`config.mk`:
```
export PLATFORM = sky130hd
export DESIGN_NAME = i2c_reg_unit
export DESIGN_NICKNAME = d
export VERILOG_FILES = /design/src/rtl/i2c_regs_pkg.sv /design/src/rtl/i2c_sync_fifo.sv /design/src/rtl/i2c_irq_unit.sv /design/src/rtl/i2c_reg_unit.sv
export SDC_FILE = /design/constraint.sdc
export NUM_CORES = 1
export LEC_CHECK = 0
export ABC_AREA = 1
export CAP_MARGIN = 20
export CORE_UTILIZATION = 35
export CTS_CLUSTER_DIAMETER = 60
export CTS_CLUSTER_SIZE = 25
export DETAILED_ROUTE_END_ITERATION = 7
export DONT_BUFFER_PORTS = 1
export PLACE_DENSITY = 0.58
export SYNTH_ARGS = -nofsm -noshare
export SYNTH_HDL_FRONTEND = slang
export SYNTH_HIERARCHICAL = 1
export SYNTH_SLANG_ARGS = --single-unit
```
`constraint.sdc`:
```
create_clock -name clk -period 2.63 [get_ports clk]
set_input_delay 0.526 -clock clk [delete_from_list [all_inputs] [get_ports clk]]
set_output_delay 0.526 -clock clk [all_outputs]
set_load 0.01 [all_outputs]
```
`src/rtl/i2c_regs_pkg.sv`:
```
package i2c_regs_pkg;

   localparam int WORD_W = 32;
   localparam int IRQ_N  = 5;
   localparam int CTRL_W = 6;
   localparam int THR_W  = 2;

   // word indices (byte offset >> 2)
   localparam logic [3:0] IDX_CMD   = 4'd0;
   localparam logic [3:0] IDX_RXD   = 4'd1;
   localparam logic [3:0] IDX_CTRL  = 4'd2;
   localparam logic [3:0] IDX_IEN   = 4'd3;
   localparam logic [3:0] IDX_ISTAT = 4'd4;
   localparam logic [3:0] IDX_CORE  = 4'd5;
   localparam logic [3:0] IDX_CLVL  = 4'd6;
   localparam logic [3:0] IDX_RLVL  = 4'd7;
   localparam logic [3:0] IDX_SCLLO = 4'd8;
   localparam logic [3:0] IDX_SCLHI = 4'd9;
   localparam logic [3:0] IDX_HOLD  = 4'd10;

   // interrupt bit positions
   localparam int IRQ_TXRDY = 0;
   localparam int IRQ_RXRDY = 1;
   localparam int IRQ_NACK  = 2;
   localparam int IRQ_ARB   = 3;
   localparam int IRQ_RXOF  = 4;

   typedef struct packed {
      logic       start;
      logic       stop;
      logic [7:0] payload;
   } cmd_word_t;

   localparam int CMD_W = $bits(cmd_word_t);

endpackage

```
`src/rtl/i2c_sync_fifo.sv`:
```
module i2c_sync_fifo #(
   parameter int WIDTH = 8,
   parameter int DEPTH = 4,
   localparam int PTR_W = (DEPTH > 1) ? $clog2(DEPTH) : 1,
   localparam int LVL_W = $clog2(DEPTH + 1)
) (
   input  logic             clk,
   input  logic             rst_n,
   input  logic             flush,
   input  logic             push,
   input  logic [WIDTH-1:0] wdata,
   input  logic             pop,
   output logic [WIDTH-1:0] rdata,
   output logic [LVL_W-1:0] level,
   output logic             full,
   output logic             empty
);

   generate
      if (DEPTH < 1) begin : g_bad_depth
         $error("i2c_sync_fifo: DEPTH must be at least 1");
      end
      if (WIDTH < 1) begin : g_bad_width
         $error("i2c_sync_fifo: WIDTH must be at least 1");
      end
   endgenerate

   logic [WIDTH-1:0] mem [DEPTH];
   logic [PTR_W-1:0] wr_ptr, rd_ptr, wr_nxt, rd_nxt;
   logic [LVL_W-1:0] count;
   logic             do_push, do_pop;

   assign full    = (count == LVL_W'(DEPTH));
   assign empty   = (count == '0);
   assign do_push = push && !full && !flush;
   assign do_pop  = pop && !empty && !flush;

   generate
      if ((DEPTH > 1) && ((DEPTH & (DEPTH - 1)) == 0)) begin : g_pow2
         assign wr_nxt = wr_ptr + 1'b1;
         assign rd_nxt = rd_ptr + 1'b1;
      end else begin : g_wrap
         assign wr_nxt = (wr_ptr == PTR_W'(DEPTH - 1)) ? '0 : wr_ptr + 1'b1;
         assign rd_nxt = (rd_ptr == PTR_W'(DEPTH - 1)) ? '0 : rd_ptr + 1'b1;
      end
   endgenerate

   always_ff @(posedge clk or negedge rst_n) begin
      if (!rst_n) begin
         wr_ptr <= '0;
         rd_ptr <= '0;
         count  <= '0;
      end else if (flush) begin
         wr_ptr <= '0;
         rd_ptr <= '0;
         count  <= '0;
      end else begin
         if (do_push) wr_ptr <= wr_nxt;
         if (do_pop)  rd_ptr <= rd_nxt;
         if (do_push && !do_pop)      count <= count + 1'b1;
         else if (do_pop && !do_push) count <= count - 1'b1;
      end
   end

   always_ff @(posedge clk) begin
      if (do_push) mem[wr_ptr] <= wdata;
   end

   assign rdata = empty ? '0 : mem[rd_ptr];
   assign level = count;

   AST_LEVEL_BOUND: assert property (@(posedge clk) disable iff (!rst_n)
      count <= LVL_W'(DEPTH));
   AST_FULL_PUSH_HOLD: assert property (@(posedge clk) disable iff (!rst_n)
      (push && full && !pop && !flush) |=> full);
   AST_EMPTY_POP_HOLD: assert property (@(posedge clk) disable iff (!rst_n)
      (pop && empty && !push) |=> empty);

endmodule

```
`src/rtl/i2c_irq_unit.sv`:
```
module i2c_irq_unit
   import i2c_regs_pkg::*;
#(
   parameter int CMD_LVL_W = 3,
   parameter int RX_LVL_W  = 3,
   localparam int CMP_W = ((CMD_LVL_W > RX_LVL_W) ? CMD_LVL_W : RX_LVL_W) + THR_W + 1
) (
   input  logic                 clk,
   input  logic                 rst_n,
   input  logic                 core_en,
   input  logic [CMD_LVL_W-1:0] cmd_level,
   input  logic [RX_LVL_W-1:0]  rx_level,
   input  logic [THR_W-1:0]     cmd_thr,
   input  logic [THR_W-1:0]     rx_thr,
   input  logic                 nack_evt,
   input  logic                 arb_evt,
   input  logic                 rxof_evt,
   input  logic [IRQ_N-1:0]     clr_mask,
   input  logic [IRQ_N-1:0]     en_mask,
   output logic [IRQ_N-1:0]     status,
   output logic                 irq
);

   localparam int STICKY_N = IRQ_N - 2;

   logic [CMP_W-1:0]    cmd_lvl_x, rx_lvl_x, cmd_lim, rx_lim;
   logic                tx_ready, rx_ready;
   logic [STICKY_N-1:0] sticky_q, sticky_evt, sticky_clr;

   assign cmd_lvl_x = CMP_W'(cmd_level);
   assign rx_lvl_x  = CMP_W'(rx_level);
   assign cmd_lim   = CMP_W'(cmd_thr) + 1'b1;
   assign rx_lim    = CMP_W'(rx_thr) + 1'b1;

   assign tx_ready = core_en && (cmd_lvl_x <= cmd_lim);
   assign rx_ready = core_en && (rx_lvl_x >= rx_lim);

   assign sticky_evt = {rxof_evt, arb_evt, nack_evt};
   assign sticky_clr = clr_mask[IRQ_N-1:2];

   generate
      for (genvar k = 0; k < STICKY_N; k++) begin : g_sticky
         always_ff @(posedge clk or negedge rst_n) begin
            if (!rst_n)             sticky_q[k] <= 1'b0;
            else if (sticky_evt[k]) sticky_q[k] <= 1'b1;
            else if (sticky_clr[k]) sticky_q[k] <= 1'b0;
         end

         AST_STICKY_KEEP: assert property (@(posedge clk) disable iff (!rst_n)
            (sticky_q[k] && !sticky_clr[k]) |=> sticky_q[k]);
         AST_W1C_CLEARS: assert property (@(posedge clk) disable iff (!rst_n)
            (sticky_clr[k] && !sticky_evt[k]) |=> !sticky_q[k]);
      end
   endgenerate

   assign status = {sticky_q, rx_ready, tx_ready};
   assign irq    = |(status & en_mask);

   AST_IRQ_NEEDS_EN: assert property (@(posedge clk) disable iff (!rst_n)
      irq |-> (en_mask != '0));
   AST_READY_OFF_DISABLED: assert property (@(posedge clk) disable iff (!rst_n)
      !core_en |-> (status[1:0] == 2'b00));

endmodule

```
`src/rtl/i2c_reg_unit.sv`:
```
module i2c_reg_unit
   import i2c_regs_pkg::*;
#(
   parameter int ADDR_W    = 6,
   parameter int CMD_DEPTH = 4,
   parameter int RX_DEPTH  = 4,
   parameter int CNT_W     = 16,
   localparam int CMD_LVL_W = $clog2(CMD_DEPTH + 1),
   localparam int RX_LVL_W  = $clog2(RX_DEPTH + 1)
) (
   input  logic              clk,
   input  logic              rst_n,
   input  logic [ADDR_W-1:0] reg_addr,
   input  logic              reg_wr,
   input  logic              reg_rd,
   input  logic [31:0]       reg_wdata,
   output logic [31:0]       reg_rdata,
   output logic              cmd_valid,
   output logic              cmd_start,
   output logic              cmd_stop,
   output logic [7:0]        cmd_byte,
   input  logic              cmd_ready,
   input  logic              rx_valid,
   input  logic [7:0]        rx_byte,
   input  logic              nack_evt,
   input  logic              arb_evt,
   input  logic              engine_busy,
   output logic              core_en,
   output logic              fast_mode,
   output logic [CNT_W-1:0]  scl_low_cnt,
   output logic [CNT_W-1:0]  scl_high_cnt,
   output logic [CNT_W-1:0]  sda_hold_cnt
   ,output logic             irq
);

   generate
      if (ADDR_W < 6) begin : g_bad_addr
         $error("i2c_reg_unit: ADDR_W must cover offsets up to 0x28");
      end
      if (CNT_W < 1 || CNT_W > WORD_W) begin : g_bad_cnt
         $error("i2c_reg_unit: CNT_W must be within 1..32");
      end
      if (CMD_DEPTH < 1 || RX_DEPTH < 1) begin : g_bad_depth
         $error("i2c_reg_unit: FIFO depths must be at least 1");
      end
   endgenerate

   // ---------------- address decode ----------------
   logic [3:0] word_sel;
   logic       in_range;
   logic       wr_cmd, wr_ctrl, wr_ien, wr_istat, wr_lo, wr_hi, wr_hold;
   logic       rd_rxd;

   assign word_sel = reg_addr[5:2];
   generate
      if (ADDR_W > 6) begin : g_upper
         assign in_range = (reg_addr[ADDR_W-1:6] == '0) && (reg_addr[1:0] == 2'b00);
      end else begin : g_exact
         assign in_range = (reg_addr[1:0] == 2'b00);
      end
   endgenerate

   assign wr_cmd   = reg_wr && in_range && (word_sel == IDX_CMD);
   assign wr_ctrl  = reg_wr && in_range && (word_sel == IDX_CTRL);
   assign wr_ien   = reg_wr && in_range && (word_sel == IDX_IEN);
   assign wr_istat = reg_wr && in_range && (word_sel == IDX_ISTAT);
   assign wr_lo    = reg_wr && in_range && (word_sel == IDX_SCLLO);
   assign wr_hi    = reg_wr && in_range && (word_sel == IDX_SCLHI);
   assign wr_hold  = reg_wr && in_range && (word_sel == IDX_HOLD);
   assign rd_rxd   = reg_rd && in_range && (word_sel == IDX_RXD);

   // ---------------- stored registers ----------------
   logic [CTRL_W-1:0] ctrl_q;
   logic [IRQ_N-1:0]  ien_q;
   logic [CNT_W-1:0]  lo_q, hi_q, hold_q;

   always_ff @(posedge clk or negedge rst_n) begin
      if (!rst_n) begin
         ctrl_q <= '0;
         ien_q  <= '0;
         lo_q   <= '0;
         hi_q   <= '0;
         hold_q <= '0;
      end else begin
         if (wr_ctrl) ctrl_q <= reg_wdata[CTRL_W-1:0];
         if (wr_ien)  ien_q  <= reg_wdata[IRQ_N-1:0];
         if (wr_lo)   lo_q   <= reg_wdata[CNT_W-1:0];
         if (wr_hi)   hi_q   <= reg_wdata[CNT_W-1:0];
         if (wr_hold) hold_q <= reg_wdata[CNT_W-1:0];
      end
   end

   logic [THR_W-1:0] cmd_thr, rx_thr;
   assign core_en      = ctrl_q[0];
   assign fast_mode    = ctrl_q[1];
   assign cmd_thr      = ctrl_q[3:2];
   assign rx_thr       = ctrl_q[5:4];
   assign scl_low_cnt  = lo_q;
   assign scl_high_cnt = hi_q;
   assign sda_hold_cnt = hold_q;

   // ---------------- command FIFO ----------------
   cmd_word_t             cmd_in, cmd_head;
   logic [CMD_LVL_W-1:0]  cmd_level;
   logic                  cmd_full, cmd_empty, cmd_pop, flush;

   assign flush  = !core_en;
   assign cmd_in = '{start: reg_wdata[9], stop: reg_wdata[8], payload: reg_wdata[7:0]};

   i2c_sync_fifo #(.WIDTH(CMD_W), .DEPTH(CMD_DEPTH)) u_cmd_fifo (
      .clk   (clk),
      .rst_n (rst_n),
      .flush (flush),
      .push  (wr_cmd),
      .wdata (cmd_in),
      .pop   (cmd_pop),
      .rdata (cmd_head),
      .level (cmd_level),
      .full  (cmd_full),
      .empty (cmd_empty)
   );

   assign cmd_valid = core_en && !cmd_empty;
   assign cmd_pop   = cmd_valid && cmd_ready;
   assign cmd_start = cmd_head.start;
   assign cmd_stop  = cmd_head.stop;
   assign cmd_byte  = cmd_head.payload;

   // ---------------- receive FIFO ----------------
   logic [7:0]           rx_head;
   logic [RX_LVL_W-1:0]  rx_level;
   logic                 rx_full, rx_empty, rx_push, rxof_evt;

   assign rx_push  = rx_valid && core_en;
   assign rxof_evt = rx_push && rx_full;

   i2c_sync_fifo #(.WIDTH(8), .DEPTH(RX_DEPTH)) u_rx_fifo (
      .clk   (clk),
      .rst_n (rst_n),
      .flush (flush),
      .push  (rx_push),
      .wdata (rx_byte),
      .pop   (rd_rxd),
      .rdata (rx_head),
      .level (rx_level),
      .full  (rx_full),
      .empty (rx_empty)
   );

   // ---------------- interrupts ----------------
   logic [IRQ_N-1:0] status, clr_mask;
   assign clr_mask = wr_istat ? reg_wdata[IRQ_N-1:0] : '0;

   i2c_irq_unit #(.CMD_LVL_W(CMD_LVL_W), .RX_LVL_W(RX_LVL_W)) u_irq (
      .clk       (clk),
      .rst_n     (rst_n),
      .core_en   (core_en),
      .cmd_level (cmd_level),
      .rx_level  (rx_level),
      .cmd_thr   (cmd_thr),
      .rx_thr    (rx_thr),
      .nack_evt  (nack_evt),
      .arb_evt   (arb_evt),
      .rxof_evt  (rxof_evt),
      .clr_mask  (clr_mask),
      .en_mask   (ien_q),
      .status    (status),
      .irq       (irq)
   );

   // ---------------- read path ----------------
   logic [31:0] rd_mux;
   logic        core_busy;
   assign core_busy = engine_busy || !cmd_empty;

   always_comb begin
      rd_mux = '0;
      if (in_range) begin
         case (word_sel)
            IDX_RXD:   rd_mux = 32'(rx_head);
            IDX_CTRL:  rd_mux = 32'(ctrl_q);
            IDX_IEN:   rd_mux = 32'(ien_q);
            IDX_ISTAT: rd_mux = 32'(status);
            IDX_CORE:  rd_mux = 32'(core_busy);
            IDX_CLVL:  rd_mux = 32'(cmd_level);
            IDX_RLVL:  rd_mux = 32'(rx_level);
            IDX_SCLLO: rd_mux = 32'(lo_q);
            IDX_SCLHI: rd_mux = 32'(hi_q);
            IDX_HOLD:  rd_mux = 32'(hold_q);
            default:   rd_mux = '0;
         endcase
      end
   end

   always_ff @(posedge clk or negedge rst_n) begin
      if (!rst_n)      reg_rdata <= '0;
      else if (reg_rd) reg_rdata <= rd_mux;
   end

   AST_FLUSH_CMD: assert property (@(posedge clk) disable iff (!rst_n)
      !core_en |=> (cmd_level == '0));
   AST_FLUSH_RX: assert property (@(posedge clk) disable iff (!rst_n)
      !core_en |=> (rx_level == '0));
   AST_RXOF_SETS: assert property (@(posedge clk) disable iff (!rst_n)
      (rx_valid && core_en && rx_full) |=> status[IRQ_RXOF]);
   AST_NO_OVERFLOW: assert property (@(posedge clk) disable iff (!rst_n)
      (rx_valid && core_en && rx_full && !rd_rxd) |=> rx_full);
   AST_CMD_ORDER_POP: assert property (@(posedge clk) disable iff (!rst_n)
      (cmd_pop && !wr_cmd) |=> (cmd_level == $past(cmd_level) - 1'b1));

endmodule

```
After elaboration in Yosys (flattened, before gate mapping)

Memory sizes are Yosys's and may differ from the RTL's.
Cells that the tools add are included.
W data, S select, Z words.

Bits in registers: 108
Bits in writable memories: 72
Input bits: 55
Output and inout port bits: 94
Memories: 2
Logic and storage cells: 122

Memory list:

| memory         | depth | bits a word | rd ports | clocked after memory_dff | write ports | line                | text |
|---|---|---|---|---|---|---|---|
| u_cmd_fifo.mem | 4     | 10          | 1        | 0                        | 1           | i2c_sync_fifo.sv:28 | `logic [WIDTH-1:0] mem [DEPTH];` |
| u_rx_fifo.mem  | 4     | 8           | 1        | 0                        | 1           | i2c_sync_fifo.sv:28 |  |

Reduce and logical (&&, ||, !) cells: 45
Eq/ne operators: 18
Muxes and demuxes: 29
Bitwise operators: 1
Order comparisons: 2
$add $sub $neg: 10

Operator list:

| kind                  | number |
|---|---|
| $pmux W16 S10         | 1 |
| $logic_and A1 B1 Y1   | 28 |
| $mux W3               | 6 |
| $eq A4 B3 Y1 const B  | 4 |
| $mux W16              | 1 |
| $mux W2               | 8 |
| $eq A4 B4 Y1 const B  | 3 |
| $mux W1               | 10 |
| $mux W10              | 1 |
| $add A2 B1 Y2 const B | 4 |
| $eq A4 B2 Y1 const B  | 2 |
| $logic_not A1 Y1      | 8 |
| $mux W8               | 1 |
| $ne A2 B1 Y1 const B  | 4 |
| $add A2 B1 Y3 const B | 2 |
| $add A3 B1 Y3 const B | 2 |
| $eq A3 B3 Y1 const B  | 2 |
| $ge A3 B6 Y1          | 1 |
| $le A3 B6 Y1          | 1 |
| $logic_not A3 Y1      | 2 |
| $ne A3 B1 Y1 const B  | 2 |
| $reduce_bool A2 Y1    | 3 |
| $sub A3 B1 Y3 const B | 2 |
| $and A5 B5 Y5         | 1 |
| other kinds (6)       | 6 |

Logic depth before layout (Yosys ltp)

Depth in word-level cells: 10
Mapped depth: 14

Modules after synthesis

Netlist, hierarchy kept.

Modules (own cells, without submodules):

| module                      | cells an instance | times used | area each (µm²) | seq. area each (µm²) |
|---|---|---|---|---|
| i2c_reg_unit                | 475               | 1          | 3,698.5         | 1,876.8 |
| i2c_sync_fifo at u_cmd_fifo | 186               | 1          | 2,062.0         | 1,376.3 |
| i2c_sync_fifo at u_rx_fifo  | 164               | 1          | 1,794.2         | 1,136.1 |
| i2c_irq_unit                | 49                | 1          | 350.3           | 75.1 |

Worst setup path after synthesis

Ideal clock, no wire load.

Kind: input to register
Start: in reg_addr[4]
End: reg u_rx_fifo.count[2] (netlist: u_rx_fifo/level[2])
Setup slack: 0.337 ns
Setup time: 0.117 ns
Cell stages on the path: 13
Buffers on the path: 0
Arrival: 2.176 ns
Cells stage by stage: inv_2 nand2_1 nor3_1 nand2_4 nand3_4 inv_1 fa_1 nand2_1 nand2_1 nor2_1 o21ai_0 nand2_1 nand2_1

Cells in the longest elaborated chain, start to end: 8
Elaborated cells on any way between the ends: 10

Ends and longest elaborated chain:

| item                                  | line                | text |
|---|---|---|
| start: declaration                    | i2c_reg_unit.sv:13  | `input logic [ADDR_W-1:0] reg_addr,` |
| $eq A4 B1 Y1 (*)                      | i2c_reg_unit.sv:70  | `assign rd_rxd = reg_rd && in_range && (word_sel == IDX_RXD);` |
| $logic_and A1 B1 Y1 (*)               | i2c_reg_unit.sv:70  |  |
| named net rd_rxd                      | i2c_reg_unit.sv:52  | `logic rd_rxd;` |
| $logic_and A1 B1 Y1 (*) (2 in series) | i2c_sync_fifo.sv:36 | `assign do_pop = pop && !empty && !flush;` |
| $logic_not A1 Y1                      | i2c_sync_fifo.sv:60 | `if (do_push && !do_pop) count <= count + 1'b1;` |
| $logic_and A1 B1 Y1                   | i2c_sync_fifo.sv:60 |  |
| $mux W3                               | i2c_sync_fifo.sv:60 |  |
| $mux W3                               | i2c_sync_fifo.sv:53 | `end else if (flush) begin` |
| end signal: assignment                | i2c_sync_fifo.sv:60 |  |
| end signal: assignment                | i2c_sync_fifo.sv:61 | `else if (do_pop && !do_push) count <= count - 1'b1;` |
| end: declaration                      | i2c_sync_fifo.sv:30 | `logic [LVL_W-1:0] count;` |

The timed path passes the listed nets; every way through them passes the cells marked *.
A chain may end at the register's enable or synchronous reset.

Final worst setup path

Start: reg ctrl_q[4]
End: out irq

Cells in the longest elaborated chain, start to end: 5

Ends and longest elaborated chain:

| item                     | line               | text |
|---|---|---|
| start: declaration       | i2c_reg_unit.sv:73 | `logic [CTRL_W-1:0] ctrl_q;` |
| start signal: assignment | i2c_reg_unit.sv:85 | `if (wr_ctrl) ctrl_q <= reg_wdata[CTRL_W-1:0];` |
| $add A2 B1 Y3            | i2c_irq_unit.sv:33 | `assign rx_lim = CMP_W'(rx_thr) + 1'b1;` |
| $ge A3 B6 Y1             | i2c_irq_unit.sv:36 | `assign rx_ready = core_en && (rx_lvl_x >= rx_lim);` |
| $logic_and A1 B1 Y1      | i2c_irq_unit.sv:36 |  |
| $and A5 B5 Y5            | i2c_irq_unit.sv:57 | `assign irq = \|(status & en_mask);` |
| $reduce_or A5 Y1         | i2c_irq_unit.sv:57 |  |
| end: declaration         | i2c_reg_unit.sv:33 | `,output logic irq` |

No other way between the ends.

==> flow_summary.toml <==
[placement]
numPortBuffers = 0
gp_congestion = 0.884
pre_cts_ws_ns = 0.174
hpwl_um = 14400

[timing]
period_needed_ns = 2.45
relSlewSlack_pct = 49.2
fin_ws_ns = 0.183
finalHoldViolCount = 2
worst_hold_slack_ns = -0.0115
fmax_ghz = 0.409
drv_slew = 0
rsz0062_at_grt = "false"
setup_violations = 0
clock_skew_ns = 0.0103
tns_ns = 0
min_period_over_period_pct = 93.0
worstMarginPinSlew_ns = 0.760

[clocking]
cts_post_setup_buffers_inserted = 0
ctsRootBufferMaster = "clkbuf_16"
cts_hold_buf = 1
cts_inserted_buffers = 17
htreeDepth = 4
cts_tree = "done"
post_cts_resized = 0
cts.sinks = 164
clock_latency_ns = 0.43
cts.clk_slew.worst_paths_ns = 0.07
cts.path.max_buffers = 2

[drt]
routed_via_density = 4.83
drc = 11
wl_per_cell_um = 17.2
drt-pass1-iter-count = 6
routed_wl_um = 20300
drt_iter0_markers = 397
vias = 5690
ant_nets = 0

[cells_and_area]
fillers = 2192
final_nets = 959
syn2layout_area_growth_pct = 11.8
layout_common_cells = "231 x nand2_1, 108 x nor2_1, 92 x dfrtp_1"
multi_input_area_um2 = 2880
final_common_cell = "nand2_1"
regArea_um2 = 4460
antenna_cells = 0
drive_above_1_share_pct = 12.0

[grt]
grt_usage_pct = 18.5
antenna_found_initial = 1
grt_max_degree = 93
grt_overflow = 0
grt_pass1_wl_um = 32300
first_global_vias = 5456

[setup_path]
timing.rr.start = "u_cmd_fifo/level[0]"
worstPathArrival_ns = 1.92
startpoint_type = "flip-flop"
r2r-end = "u_cmd_fifo/level[2]"
r2r_cells = 13
startpoint = "ctrl_q[4]"
ff2ff_setup_slack_ns = 0.45
setup.worst_path.class = "reg2out"
path_max_fanout = 4
crit_path_end_kind = "output port"
cp.required_ns = 2.10
crit_end = "irq"

[floorplanning]
die_area_um2 = 23200
initial_core_util_pct = 35.9
core.rowCount = 54
die_h_um = 152
die_w_um = 152
io_pins = 149
core_um2 = 22000

[run_status]
failed_checks = "design-rule violations, negative hold slack"
status = "finished with violations"

[synthesis]
yosys_warnings = 6
syn_area_um2 = 7890
synth_cells = 871
avgSynthCellArea_um2 = 9.06

[pwr]
leakage_nw = 3.96
vdd_drop_max_v = 0.000412
power_density_nw_per_um2 = 690

[run]
maxCapViolCount = 0

[min_path]
hold_class = "in2async"
## critical path, stage by stage, from the launching register on
cell	delay (ns)
dfrtp_1	0.41
ha_1	0.29
inv_1	0.04
ha_1	0.25
nand2_1	0.06
inv_1	0.04
o21ai_1	0.09
nand2_1	0.08
nand3_1	0.07
nand3_1	0.16
## routing by layer
| layer | part of all wire [%] | global-route usage (%) |
|---|---|---|
| met5 | 0.064 | 0 |
| met4 | 1.3 | 4.71 |
| met3 | 9.7 | 7.45 |
| met2 | 47 | 29.2 |
| met1 | 42 | 23.6 |
## through the flow
stage | utilization, % | power, mW | instance area, um2 | cells | hold slack [ns]
finish | 40.2 | 6.09 | 8820 | 1179 | -0.0115
detailed placement | 37.4 | 3.58 | 8200 | 1146 | 0.235
floorplan | - | 3.41 | 7950 | 886 | 0.230
CTS | 40.2 | 6.15 | 8820 | 1179 | 0.0144
global route | 40.2 | 6.34 | 8820 | 1179 | 0.0240
global placement | 37.4 | 3.57 | 8200 | 1146 | 0.237
## how the worst min path moves through the flow
stage | depth (start not counted) | slack (ns) | to | from
floorplan | 0 | 0.23 | ctrl_q[0] | rst_n
global placement | 0 | 0.24 | reg_rdata[0] | rst_n
detailed placement | 0 | 0.23 | u_cmd_fifo/level[2] | rst_n
CTS | 1 | 0.01 | reg_rdata[1] | rst_n
global route | 1 | 0.02 | reg_rdata[1] | rst_n
finish | 1 | -0.01 | reg_rdata[1] | rst_n
## sequential cells by signal, indices dropped and copies added, names as in the netlist
name / cells
scl_high_cnt: 16
u_irq/status: 3
ien_q: 5
u_cmd_fifo/wr_ptr: 2
u_cmd_fifo/level: 3
scl_low_cnt: 16
u_cmd_fifo/rd_ptr: 2
u_rx_fifo/wr_ptr: 2
sda_hold_cnt: 16
u_rx_fifo/level: 3
u_rx_fifo/mem: 32
reg_rdata: 16
ctrl_q: 6
u_cmd_fifo/mem: 40
u_rx_fifo/rd_ptr: 2
## where the power goes
part           total [mW]  leakage, nW  internal, mW  switching [mW]
Combinational       0.528         1.78         0.177           0.351
Clock                2.52        0.292          1.43            1.10
Sequential           3.04         1.88          2.81           0.229
Total                6.09         3.96          4.41            1.68
## area by class of cell
| cell class | instances | share of cell area (%) |
|---|---|---|
| clock inverter | 15 | 1.91 |
| clock buffer | 17 | 4.82 |
| inverter | 84 | 3.73 |
| tap | 280 | 3.97 |
| sequential | 164 | 50.6 |
| timing repair buffer | 25 | 2.35 |
| multi-input combinational | 594 | 32.6 |
Note: power is estimated with default switching activity, not from simulation.
